==> src/rtl/dma_arb_pkg.sv <==
package dma_arb_pkg;
  localparam int PRIO_W = 2;

  typedef enum logic [PRIO_W-1:0] {
    PRIO_LOW  = 2'd0,
    PRIO_GUAR = 2'd1,
    PRIO_HIGH = 2'd2,
    PRIO_TOP  = 2'd3
  } prio_t;
endpackage

==> src/rtl/dma_arm_regs.sv <==
module dma_arm_regs #(
  parameter int NCH   = 5,
  parameter int REG_W = 8
) (
  input  logic             clk,
  input  logic             rst,
  input  logic             sfr_wr,
  input  logic [REG_W-1:0] sfr_wdata,
  output logic [REG_W-1:0] sfr_rdata,
  input  logic [NCH-1:0]   chan_repeat,
  input  logic [NCH-1:0]   chan_trig,
  input  logic [NCH-1:0]   chan_done,
  input  logic [NCH-1:0]   win_chan,
  output logic [NCH-1:0]   req_chan,
  output logic [NCH-1:0]   chan_cmpl
);
  localparam int ABORT_BIT = REG_W - 1;

  logic [NCH-1:0] arm_q, pend_q, cmpl_q;
  logic [NCH-1:0] abort_sel, set_sel;
  logic           abort_cmd;

  assign abort_cmd = sfr_wr && sfr_wdata[ABORT_BIT];
  assign abort_sel = abort_cmd ? sfr_wdata[NCH-1:0] : '0;
  assign set_sel   = (sfr_wr && !sfr_wdata[ABORT_BIT]) ? sfr_wdata[NCH-1:0] : '0;

  for (genvar i = 0; i < NCH; i++) begin : g_chan
    always_ff @(posedge clk) begin
      if (rst) begin
        arm_q[i]  <= 1'b0;
        pend_q[i] <= 1'b0;
        cmpl_q[i] <= 1'b0;
      end else begin
        if (abort_sel[i])                        arm_q[i] <= 1'b0;
        else if (set_sel[i])                     arm_q[i] <= 1'b1;
        else if (chan_done[i] && !chan_repeat[i]) arm_q[i] <= 1'b0;

        if (abort_sel[i])                    pend_q[i] <= 1'b0;
        else if (chan_trig[i] && arm_q[i])   pend_q[i] <= 1'b1;
        else if (win_chan[i])                pend_q[i] <= 1'b0;

        cmpl_q[i] <= chan_done[i] && arm_q[i] && !abort_sel[i];
      end
    end
  end

  assign req_chan  = pend_q & arm_q;
  assign chan_cmpl = cmpl_q;
  assign sfr_rdata = REG_W'(arm_q);


  abort_clears_chk: assert property (@(posedge clk) disable iff (rst)
    $past(abort_cmd) |-> ((arm_q & $past(sfr_wdata[NCH-1:0])) == '0));


  one_shot_clear_chk: assert property (@(posedge clk) disable iff (rst)
    !$past(sfr_wr) |-> ((arm_q & $past(chan_done & ~chan_repeat)) == '0));


  abort_no_cmpl_chk: assert property (@(posedge clk) disable iff (rst)
    $past(abort_cmd) |-> ((chan_cmpl & $past(sfr_wdata[NCH-1:0])) == '0));


  rdata_upper_zero_chk: assert property (@(posedge clk) disable iff (rst)
    sfr_rdata[REG_W-1:NCH] == '0);
endmodule

==> src/rtl/dma_arb.sv <==
module dma_arb
  import dma_arb_pkg::*;
#(
  parameter int NCH = 5
) (
  input  logic              clk,
  input  logic              rst,
  input  logic [NCH-1:0]    req_chan,
  input  logic [NCH*PRIO_W-1:0] chan_prio,
  input  logic              cpu_req,
  output logic [NCH-1:0]    win_chan,
  output logic [NCH:0]      bus_grant
);
  localparam int IDX_W = (NCH > 1) ? $clog2(NCH) : 1;

  logic             found;
  prio_t            best_lvl;
  logic [IDX_W-1:0] best_idx;
  logic             dma_wins;
  logic             cpu_win;
  logic             guar_owed_q;
  logic [NCH:0]     grant_q;
  logic             hi_req;

  always_comb begin
    found    = 1'b0;
    best_lvl = PRIO_LOW;
    best_idx = '0;
    for (int i = NCH - 1; i >= 0; i--) begin
      if (req_chan[i] && (!found || prio_t'(chan_prio[PRIO_W*i +: PRIO_W]) >= best_lvl)) begin
        found    = 1'b1;
        best_lvl = prio_t'(chan_prio[PRIO_W*i +: PRIO_W]);
        best_idx = IDX_W'(i);
      end
    end
  end

  always_comb begin
    if (!found)        dma_wins = 1'b0;
    else if (!cpu_req) dma_wins = 1'b1;
    else begin
      case (best_lvl)
        PRIO_LOW:  dma_wins = 1'b0;
        PRIO_GUAR: dma_wins = guar_owed_q;
        default:   dma_wins = 1'b1;
      endcase
    end
  end

  for (genvar i = 0; i < NCH; i++) begin : g_win
    assign win_chan[i] = dma_wins && (best_idx == IDX_W'(i));
  end
  assign cpu_win = cpu_req && !dma_wins;

  always_ff @(posedge clk) begin
    if (rst) begin
      grant_q     <= '0;
      guar_owed_q <= 1'b0;
    end else begin
      grant_q <= {cpu_win, win_chan};
      if (cpu_req && found && best_lvl == PRIO_GUAR)
        guar_owed_q <= !guar_owed_q;
    end
  end

  assign bus_grant = grant_q;

  always_comb begin
    hi_req = 1'b0;
    for (int i = 0; i < NCH; i++)
      if (req_chan[i] && chan_prio[PRIO_W*i + 1]) hi_req = 1'b1;
  end


  grant_onehot_chk: assert property (@(posedge clk) disable iff (rst)
    $onehot0(bus_grant));


  grant_had_req_chk: assert property (@(posedge clk) disable iff (rst)
    (bus_grant[NCH-1:0] & ~$past(req_chan)) == '0);


  high_beats_cpu_chk: assert property (@(posedge clk) disable iff (rst)
    (cpu_req && hi_req) |=> !bus_grant[NCH]);


  idle_no_grant_chk: assert property (@(posedge clk) disable iff (rst)
    (!cpu_req && req_chan == '0) |=> (bus_grant == '0));
endmodule

==> src/rtl/dma_arm_arb.sv <==
module dma_arm_arb
  import dma_arb_pkg::*;
#(
  parameter int NCH   = 5,
  parameter int REG_W = 8
) (
  input  logic                  clk,
  input  logic                  rst,
  input  logic                  sfr_wr,
  input  logic [REG_W-1:0]      sfr_wdata,
  output logic [REG_W-1:0]      sfr_rdata,
  input  logic [NCH*PRIO_W-1:0] chan_prio,
  input  logic [NCH-1:0]        chan_repeat,
  input  logic [NCH-1:0]        chan_trig,
  input  logic [NCH-1:0]        chan_done,
  input  logic                  cpu_req,
  output logic [NCH:0]          bus_grant,
  output logic [NCH-1:0]        chan_cmpl
);
  logic [NCH-1:0] req_chan;
  logic [NCH-1:0] win_chan;

  dma_arm_regs #(.NCH(NCH), .REG_W(REG_W)) u_regs (
    .clk         (clk),
    .rst         (rst),
    .sfr_wr      (sfr_wr),
    .sfr_wdata   (sfr_wdata),
    .sfr_rdata   (sfr_rdata),
    .chan_repeat (chan_repeat),
    .chan_trig   (chan_trig),
    .chan_done   (chan_done),
    .win_chan    (win_chan),
    .req_chan    (req_chan),
    .chan_cmpl   (chan_cmpl)
  );

  dma_arb #(.NCH(NCH)) u_arb (
    .clk       (clk),
    .rst       (rst),
    .req_chan  (req_chan),
    .chan_prio (chan_prio),
    .cpu_req   (cpu_req),
    .win_chan  (win_chan),
    .bus_grant (bus_grant)
  );
endmodule

==> config.mk <==
export PLATFORM = sky130hd
export DESIGN_NAME = dma_arm_arb
export DESIGN_NICKNAME = d
export VERILOG_FILES = /design/src/rtl/dma_arb_pkg.sv /design/src/rtl/dma_arm_regs.sv /design/src/rtl/dma_arb.sv /design/src/rtl/dma_arm_arb.sv
export SDC_FILE = /design/constraint.sdc
export NUM_CORES = 1
export LEC_CHECK = 0
export BUFFER_PORTS_ARGS = -buffer_cell sky130_fd_sc_hd__buf_2
export CAP_MARGIN = 20
export CORE_MARGIN = 10
export CORE_UTILIZATION = 50
export DETAILED_ROUTE_END_ITERATION = 8
export GPL_TIMING_DRIVEN = 0
export PLACE_DENSITY = 0.88
export RECOVER_POWER = 100
export SLEW_MARGIN = 20
export SYNTH_ARGS = -nofsm -noshare
export SYNTH_HDL_FRONTEND = slang
export SYNTH_SLANG_ARGS = --single-unit
==> constraint.sdc <==
create_clock -name clk -period 18.8 [get_ports clk]
set_clock_uncertainty 0.1 [all_clocks]
set_input_delay 3.76 -clock clk [delete_from_list [all_inputs] [get_ports clk]]
set_output_delay 3.76 -clock clk [all_outputs]
set_load 0.02 [all_outputs]
**After elaboration in Yosys (flattened, before gate mapping)**

Index checks and enable logic that the tools add are counted.

- Register bits after elaboration: 22
- Input bits: 37
- Output and inout port bits: 19
- Word-level logic and storage cells: 139

- Order comparisons: 4
- Equal/unequal tests: 5
- Mux-type cells: 40
- Bitwise gates (word level): 1
- Reduce and logical (&&, ||, !) cells: 72

Operators by type and width:

| cell | count |
|---|---|
| $logic_and 1x1->1 | 34 |
| $mux 1 | 27 |
| $reduce_bool 2->1 | 10 |
| $logic_not 1->1 | 17 |
| $mux 3 | 5 |
| $mux 2 | 5 |
| $mux 5 | 2 |
| $reduce_or 2->1 | 5 |
| $ge 2x2->1 | 4 |
| $eq 3x2->1 const B | 2 |
| $and 5x5->5 | 1 |
| $logic_or 1x1->1 | 4 |
| $eq 3x1->1 const B | 1 |
| $eq 3x3->1 const B | 1 |
| $logic_not 3->1 | 1 |
| $eq 2x1->1 const B | 1 |
| $logic_not 2->1 | 1 |
| $pmux 1 s2 | 1 |

**Depth between registers and ports, before layout**

Gate-level depths: netlist of run 1.

- Word-level depth: 25
- Mapped depth: 25
- Gate-level depth less buffers: 24

**Cells and area by module**

From an unflattened synthesis of run 1, not the netlist that was laid out.

- Cell total of the unflattened synthesis: 171
- Area, all modules: 1,413.9 um2

Modules (own cells, without submodules):

| module | instances | cells each | area an instance (um2) | sequential area each (um2) |
|---|---|---|---|---|
| dma_arb | 1 | 96 | 783.3 | 140.1 |
| dma_arm_regs | 1 | 75 | 630.6 | 300.3 |

**Worst setup path after synthesis of run 1**

Ideal clock, no wire load.

- Path type: input -> register
- Start: input port chan_prio[8]
- End: register u_arb.guar_owed_q
- Setup time: 0.122 ns
- Arrival: 8.625 ns
- Required time: 18.578 ns
- Setup slack: 9.953 ns
- Stages on the path: 23
- Path buffers: 0
- Path through: and3_1 ha_1 nand2b_1 a211oi_1 o31ai_1 ha_1 nand2b_1 a221oi_2 nor2_1 nor2_1 a21oi_1 ha_1 nand2b_1 a211oi_2 o32a_1 o21ai_1 a21boi_0 ha_1 a221oi_1 nor2_2 a211oi_2 o211ai_1 a221o_1

- Cells in the longest elaborated chain, start to end: 19
- Elaborated cells between the ends (all ways): 27
- Classes of those cells: order compare: 4; eq/ne: 1; mux: 9; reduce/logical: 13

RTL lines:

| element | line | source |
|---|---|---|
| start, declared | dma_arm_arb.sv:12 | `input logic [NCH*PRIO_W-1:0] chan_prio,` |
| $mux 2 * | dma_arb.sv:30 | `if (req_chan[i] && (!found \|\| prio_t'(chan_prio[PRIO_W*i +: PRIO_W]) >= best_lvl)) begin` |
| $ge 2x2->1 | dma_arb.sv:30 |  |
| $logic_or 1x1->1 | dma_arb.sv:30 |  |
| $logic_and 1x1->1 | dma_arb.sv:30 |  |
| $mux 2 / $mux 1 (equally long branches) | dma_arb.sv:30 |  |
| $ge 2x2->1 / $logic_not 1->1 (equally long branches) | dma_arb.sv:30 |  |
| $logic_or 1x1->1 | dma_arb.sv:30 |  |
| $logic_and 1x1->1 | dma_arb.sv:30 |  |
| (+3 left out) | - |  |
| $logic_and 1x1->1 | dma_arb.sv:30 |  |
| $mux 2 / $mux 1 (equally long branches) | dma_arb.sv:30 |  |
| $ge 2x2->1 / $logic_not 1->1 (equally long branches) | dma_arb.sv:30 |  |
| $logic_or 1x1->1 | dma_arb.sv:30 |  |
| $logic_and 1x1->1 | dma_arb.sv:30 |  |
| $mux 2 / $mux 1 (equally long branches) | dma_arb.sv:30 |  |
| $eq 2x1->1 / $logic_and 1x1->1 (equally long branches) | dma_arb.sv:61 | `if (cpu_req && found && best_lvl == PRIO_GUAR)` |
| $logic_and 1x1->1 * | dma_arb.sv:61 |  |
| end signal, assigned | dma_arb.sv:62 | `guar_owed_q <= !guar_owed_q;` |
| end, declared | dma_arb.sv:21 | `logic guar_owed_q;` |

Mark *: on every way between the ends. The rest lies on a longest branch, timed or not.
A chain may end at the register's enable or synchronous reset.

**Worst setup path after layout of run 1**

- Start: input port chan_prio[8]
- End: register u_arb.grant_q[1] (netlist: u_arb.bus_grant[1])

- Cells in the longest elaborated chain, start to end: 22
- Elaborated cells between the ends (all ways): 35
- Classes of those cells: order compare: 4; eq/ne: 2; mux: 16; reduce/logical: 13

RTL lines:

| element | line | source |
|---|---|---|
| $mux 2 * | dma_arb.sv:30 |  |
| $ge 2x2->1 | dma_arb.sv:30 |  |
| $logic_or 1x1->1 | dma_arb.sv:30 |  |
| $logic_and 1x1->1 | dma_arb.sv:30 |  |
| $mux 2 / $mux 1 (equally long branches) | dma_arb.sv:30 |  |
| $ge 2x2->1 / $logic_not 1->1 (equally long branches) | dma_arb.sv:30 |  |
| $logic_or 1x1->1 | dma_arb.sv:30 |  |
| $logic_and 1x1->1 | dma_arb.sv:30 |  |
| (+6 left out) | - |  |
| $logic_or 1x1->1 | dma_arb.sv:30 |  |
| $logic_and 1x1->1 | dma_arb.sv:30 |  |
| $mux 2 | dma_arb.sv:30 |  |
| $eq 2x1->1 / $logic_not 2->1 (equally long branches) | dma_arb.sv:42 | `case (best_lvl)` |
| $pmux 1 s2 | dma_arb.sv:42 |  |
| $mux 1 | dma_arb.sv:40 | `else if (!cpu_req) dma_wins = 1'b1;` |
| $mux 1 | dma_arb.sv:39 | `if (!found) dma_wins = 1'b0;` |
| $logic_and 1x1->1 * | dma_arb.sv:51 | `assign win_chan[i] = dma_wins && (best_idx == IDX_W'(i));` |
| end signal, assigned | dma_arb.sv:60 | `grant_q <= {cpu_win, win_chan};` |
| end, declared | dma_arb.sv:22 | `logic [NCH:0] grant_q;` |

Marked as above.

==> results by group, run 1 <==
Setup path
  • Cell mode on critical path: ha_1
  • Worst EP required: ~19 ns
  • Crit start category: input port
  • R2R Setup Slk: 11.55 ns
  • Critical Path Sink Type: register
  • Worst r2r src: u_regs.sfr_rdata[4]
  • Crit path launch: chan_prio[8]
  • Crit path buf inv count: 2
  • Critical path's slowest cell: a211oi_1
  • Critical path type: in2reg
  • Critical path peak fanout: 8
  • Crit path largest cell delay: 0.56 ns
  • FF-to-FF path depth: 24
  • CP top delay family: compound AO/OA/AOI/OAI gates
  • Critical Path AT: 10.35 ns
  • Worst R2R End: u_arb.bus_grant[1]

STA
  • Relative slew slack: 0.525
  • RSZ-0062 raised after global routing: false
  • Final period util: 0.546
  • Final hold vios: 0
  • Setup-failing EPs final: 0
  • Final worst setup slack: 8.53 ns
  • Pins Over Slew Limit: 0
  • Minimum clock period: 10.27 ns
  • Final TNS setup: 0 ns
  • Hold slack: 0.418 ns
  • Actual slew at the worst max-slew pin: 0.713 ns
  • Fmax achieved: 97.4 MHz

Yosys
  • Sequential area share after synthesis: 0.309
  • Top-area cell type share of the netlist area: 0.309
  • Synth Warn #: 0
  • Area leader, netlist: dfxtp_1
  • Synth Area per Inst: approximately 8.0 sq um
  • Asr flop ratio synth: 0
  • Syn Inst Count: approximately 180
  • Top cells by count, synth: 22 x dfxtp_1, 21 x nand2_1, 15 x nor2_1
  • Yosys cell types: 46
  • EDFF count, synth: 0
  • Most common cell in the netlist: dfxtp_1
  • Main synth FF type: dfxtp_1
  • Largest cells by area after synthesis: dfxtp_1 31%, ha_1 7.0%, a31oi_1 5.7%
  • Synthesized area: about 1400 sq um
  • Count of state elements after synthesis: 22

Drt
  • Via count: 1535
  • Final WL: 4010 um
  • Mean routed wirelength per cell: 15.3 um
  • Vias/cell: between 5 and 6
  • DR iter-0 viols: between 100 and 150
  • Drt drc: 0
  • 1st-pass router iterations: 4
  • Antenna Violating Nets Remaining: 0

Power
  • Power Density: 58.7 nW/um^2
  • Total power: 0.100 mW
  • Peak supply drop: 79.6 uV
  • Leak pwr: roughly 0.73 nW

Worst hold path
  • Cells on Worst Hold Path: 2
  • HP Class: reg2reg
  • Hold Crit Endpoint: u_regs.pend_q[1]
  • Hold Crit Start: u_regs.pend_q[1]

Finish
  • Layout cells sized above 1: 0.182
  • Area of the multi-input gates: 890 sq um
  • Fillcell total: about 270
  • Reg area: 440 sq um
  • Cell Count, Final, Fillers Out: 262
  • Number of diodes: 0
  • Design area: roughly 1700 sq um
  • Final Core Density: 0.623
  • Final nets: 277
  • Area Growth Syn to Fin: 19.4%

Floorplanning
  • Die Ht: 73.4 um
  • Cell row count: 19
  • Initial Utilization: 0.522
  • CORE AREA: 2730 sq um
  • DIE WIDTH: 73.4 um
  • Die Area: approximately 5400 sq um
  • IO Pins: 56

Clocking
  • CTS Root Cell: clkbuf_4
  • Post_cts resized: 0
  • H-tree Lvls: 1
  • Worst-Skew Late Latency: a little over 0.3 ns
  • CTS buffer count: 3
  • Postcts setup bufs: 0
  • CTS tree: done
  • Worst-path clk slew: 0.13 ns
  • Hold buffers post-CTS: 0
  • Clk buf depth: 2
  • Clock Sinks: 22

Placement
  • Pre-CTS WS: 9.12 ns
  • Area after DPL: approximately 1700 sq um
  • DP HPWL: 3190 um
  • Placed insts: 258
  • I/O Buffers: 47
  • GPL Wtd Cong: 0.866

GRT
  • Largest net degree at the start of global routing: 14
  • Total Routing Usage GR: 0.141
  • First-pass GRT wire length: 6510 um
  • Grt ovf: 0
  • Vias in the first global route: 1511
  • Initial antenna violation count: 0

Flow run
  • Max-Cap Viols: 0

Run status
  • Status: complete, no violations
## where the power goes
group / internal [mW] / switching (mW)
registers: 0.0478 / 0.00152
clock network: 0.0216 / 0.0140
logic: 0.00640 / 0.00861
total: 0.0758 / 0.0242
## flip-flops by register name (all words and copies together), names as in the netlist
name / count
u_regs.pend_q: 5
u_regs.sfr_rdata: 5
u_regs.chan_cmpl: 5
u_arb.bus_grant: 6
u_arb.guar_owed_q: 1
## worst min-delay path: stages, from the launching register on
cell     delay, ns
dfxtp_1       0.34
nand2_1       0.06
o32ai_1       0.07
## cell type report
cell class                 count  share of cell area
clock inverter                 1              0.0176
sequential                    22               0.258
tap                           31              0.0228
buffer                         8              0.0242
multi-input combinational    143               0.522
timing repair buffer          47               0.126
clock buffer                   3              0.0132
inverter                       7              0.0154
## worst max path at each step
| stage | end | slack (ns) | cells past startpoint |
|---|---|---|---|
| after global routing | u_arb.bus_grant[4] | 7.95 | 25 |
| after detailed placement | u_arb.guar_owed_q | 9.12 | 24 |
| after floorplan | u_arb.guar_owed_q | 9.95 | 23 |
| final | u_arb.bus_grant[1] | 8.53 | 25 |
| after CTS | u_arb.guar_owed_q | 9.46 | 24 |
| after global placement | u_arb.guar_owed_q | 9.34 | 24 |
## placed cells by master (no fill, tap or decap), drive strengths merged, types with 2 or more instances in the layout
master   count
a2111oi      2
a211oi       5
a21boi       2
a21oi        7
a221oi       2
a22oi        2
a31oi       13
a41o         2
and2         2
and3         7
buf         34
clkbuf      24
conb         3
dfxtp       22
ha           8
inv          7
nand2       21
nand2b      10
nand3        4
nor2        17
nor2b        2
nor3         5
nor3b        2
o211ai       3
o21ai        6
o22ai        2
o31ai        2
o32a         2
## routing by layer
layer	global-route usage	wire length [um]
met3	0.0458	320
met2	0.245	2010
met4	0.0269	12
met5	0	0
met1	0.166	1660
## cell families after synthesis
family,after synthesis,synth area share
and+or+nand+nor,75,0.264
AOI/OAI and AO/OA,56,0.295
DFF,22,0.308
buffers and inverters,15,0.0526
adders and majority gates,8,0.0701
muxes,1,0.00701
other,1,0.00263
Note: power is estimated with default switching activity, not from simulation.
==> run 2, diff against run 1 <==
CORE_UTILIZATION = 48   (was 50)
PLACE_DENSITY = 0.85   (was 0.88)
clock period = 9.66 ns   (was 18.8 ns; I/O delays follow)
==> results by group, run 2 (synthesis gave the netlist of run 1 again) <==
Clocking
  • Clk buf depth: 2 (unchanged)
  • H-tree Lvls: 1 (unchanged)
  • CTS buffer count: 3 (unchanged)
  • Worst-Skew Late Latency: 0.32 ns (was 0.31 ns)
  • CTS Root Cell: clkbuf_4 (unchanged)
  • Worst-path clk slew: 0.13 ns (about the same)
  • Post_cts resized: 0 (unchanged)
  • CTS tree: done (unchanged)
  • Postcts setup bufs: 0 (unchanged)
  • Clock Sinks: 22 (unchanged)
  • Hold buffers post-CTS: 0 (unchanged)

Setup path
  • Critical path type: in2reg (unchanged)
  • R2R Setup Slk: 2.75 ns (was 11.55 ns)
  • FF-to-FF path depth: 24 (unchanged)
  • Worst R2R End: u_arb.guar_owed_q (was u_arb.bus_grant[1])
  • Worst r2r src: u_regs.sfr_rdata[4] (unchanged)
  • Crit path largest cell delay: 0.56 ns (about the same)
  • Critical path peak fanout: 8 (unchanged)
  • Critical Path AT: 8.21 ns (was 10.35 ns)
  • CP top delay family: compound AO/OA/AOI/OAI gates (unchanged)
  • Critical path's slowest cell: a211oi_1 (unchanged)
  • Crit path buf inv count: 1 (was 2)
  • Critical Path Sink Type: register (unchanged)
  • Worst EP required: 9.78 ns (was 18.88 ns)
  • Crit start category: input port (unchanged)

GRT
  • Total Routing Usage GR: 0.138 (was 0.141)
  • First-pass GRT wire length: 6300 um (was 6510 um)
  • Initial antenna violation count: 0 (unchanged)
  • Vias in the first global route: 1458 (was 1511)
  • Largest net degree at the start of global routing: 14 (unchanged)
  • Grt ovf: 0 (unchanged)

Floorplanning
  • Initial Utilization: 0.509 (was 0.522)
  • Die Ht: 74.5 um (was 73.4 um)
  • IO Pins: 56 (unchanged)
  • DIE WIDTH: 74.5 um (was 73.4 um)
  • CORE AREA: 2810 sq um (was 2730 sq um)
  • Cell row count: 19 (unchanged)
  • Die Area: 5560 sq um (was 5390 sq um)

STA
  • Final period util: 0.837
  • RSZ-0062 raised after global routing: false (unchanged)
  • Actual slew at the worst max-slew pin: 0.684 ns (was 0.713 ns)
  • Final TNS setup: 0 ns (unchanged)
  • Relative slew slack: 0.544 (was 0.525)
  • Final worst setup slack: 1.57 ns (was 8.53 ns)
  • Final hold vios: 0 (unchanged)
  • Fmax achieved: 124 MHz
  • Setup-failing EPs final: 0 (unchanged)
  • Minimum clock period: 8.09 ns
  • Pins Over Slew Limit: 0 (unchanged)

Drt
  • 1st-pass router iterations: 5 (was 4)
  • Mean routed wirelength per cell: 15.1 um (was 15.3 um)
  • Via count: 1531 (was 1535)
  • Final WL: 3950 um (was 4010 um)
  • Drt drc: 0 (unchanged)
  • Vias/cell: 5.84 (was 5.86)
  • Antenna Violating Nets Remaining: 0 (unchanged)
  • DR iter-0 viols: 130 (was 121)

Placement
  • GPL Wtd Cong: 0.862 (was 0.866)
  • I/O Buffers: 47 (unchanged)
  • Pre-CTS WS: 1.95 ns (was 9.12 ns)
  • DP HPWL: 3120 um (was 3190 um)
  • Area after DPL: 1710 sq um (unchanged)

Finish
  • Area Growth Syn to Fin: 20.3% (was 19.4%)
  • Number of diodes: 0 (unchanged)
  • Fillcell total: 260 (was 272)
  • Layout cells sized above 1: 0.190 (was 0.182)
  • Design area: 1720 sq um (was 1700 sq um)
  • Max reg flops: 6 (unchanged)
  • Final nets: 277 (unchanged)
  • Commonest non-fill, non-tap cells in the layout: 31 x buf_2, 22 x dfxtp_1, 21 x nand2_1 (was 31 x buf_2, 22 x dfxtp_1, 21 x nand2_1, 21 x clkbuf_1, 15 x nor2_1)
  • Commonest non-fill, non-tap cell in the layout: buf_2 (unchanged)

Run status
  • Status: complete, no violations (unchanged)

Worst hold path
  • HP Class: reg2reg (unchanged)
  • Hold Crit Endpoint: u_regs.pend_q[1] (unchanged)
  • Cells on Worst Hold Path: 2 (unchanged)
  • Hold Crit Start: u_regs.pend_q[1] (unchanged)

Power
  • Power Density: 115 nW/um^2 (was 58.7 nW/um^2)
  • Leak pwr: 0.731 nW (was 0.726 nW)
  • Total power: 0.197 mW (was 0.100 mW)
  • Peak supply drop: 121 uV (was 79.6 uV)

Flow run
  • Max-Cap Viols: 0 (unchanged)
run 2: how the worst max path moves through the flow:
stage,from,to,slack [ns],cells past startpoint
global route,chan_prio[8],u_arb.guar_owed_q,1.0,25
global placement,chan_prio[8],u_arb.guar_owed_q,1.99,24
floorplan,chan_prio[8],u_arb.guar_owed_q,2.64,23
finish,chan_prio[8],u_arb.guar_owed_q,1.57,25
CTS,chan_prio[8],u_arb.guar_owed_q,2.29,25
detailed placement,chan_prio[8],u_arb.guar_owed_q,1.95,25
run 2: routing by layer:
metal  vias up  global-route usage  routed length [um]
met5         -                   0                   0
met4         0              0.0357                  16
met3         2              0.0559                 398
met2        66               0.230                1870
met1       688               0.162                1670
li1        775                   -                   -
run 2: power by group:
| group | switching, mW | leakage, nW | total [mW] | internal, mW |
|---|---|---|---|---|
| Sequential | 0.00294 | 0.178 | 0.0961 | 0.0931 |
| Clock | 0.0292 | 0.0279 | 0.0712 | 0.0420 |
| Combinational | 0.0168 | 0.525 | 0.0296 | 0.0128 |
run 2: final cells by class:
type	count	area [sq um]	area share
inverters	7	26.3	0.0153
multi-input cells	143	896	0.521
flip-flops and latches	22	440	0.256
plain buffers	8	48.8	0.0284
clock inverters	1	30.0	0.0175
clock buffers	3	22.5	0.0131
repair buffers	47	215	0.125
well taps	31	38.8	0.0226
run 2: through the flow:
| step | std cells | util | hold slack, ns |
|---|---|---|---|
| finish | 262 | 0.612 | 0.426 |
| global route | 262 | 0.612 | 0.453 |
| CTS | 262 | 0.628 | 0.424 |
| detailed placement | 258 | 0.609 | 0.396 |
| global placement | 258 | 0.609 | 0.374 |
| floorplan | 180 | - | 0.358 |
run 2: worst min-delay path: stages, from the launching register on:
cell,delay (ns)
dfxtp_1,0.36
nand2_1,0.07
o32ai_1,0.07
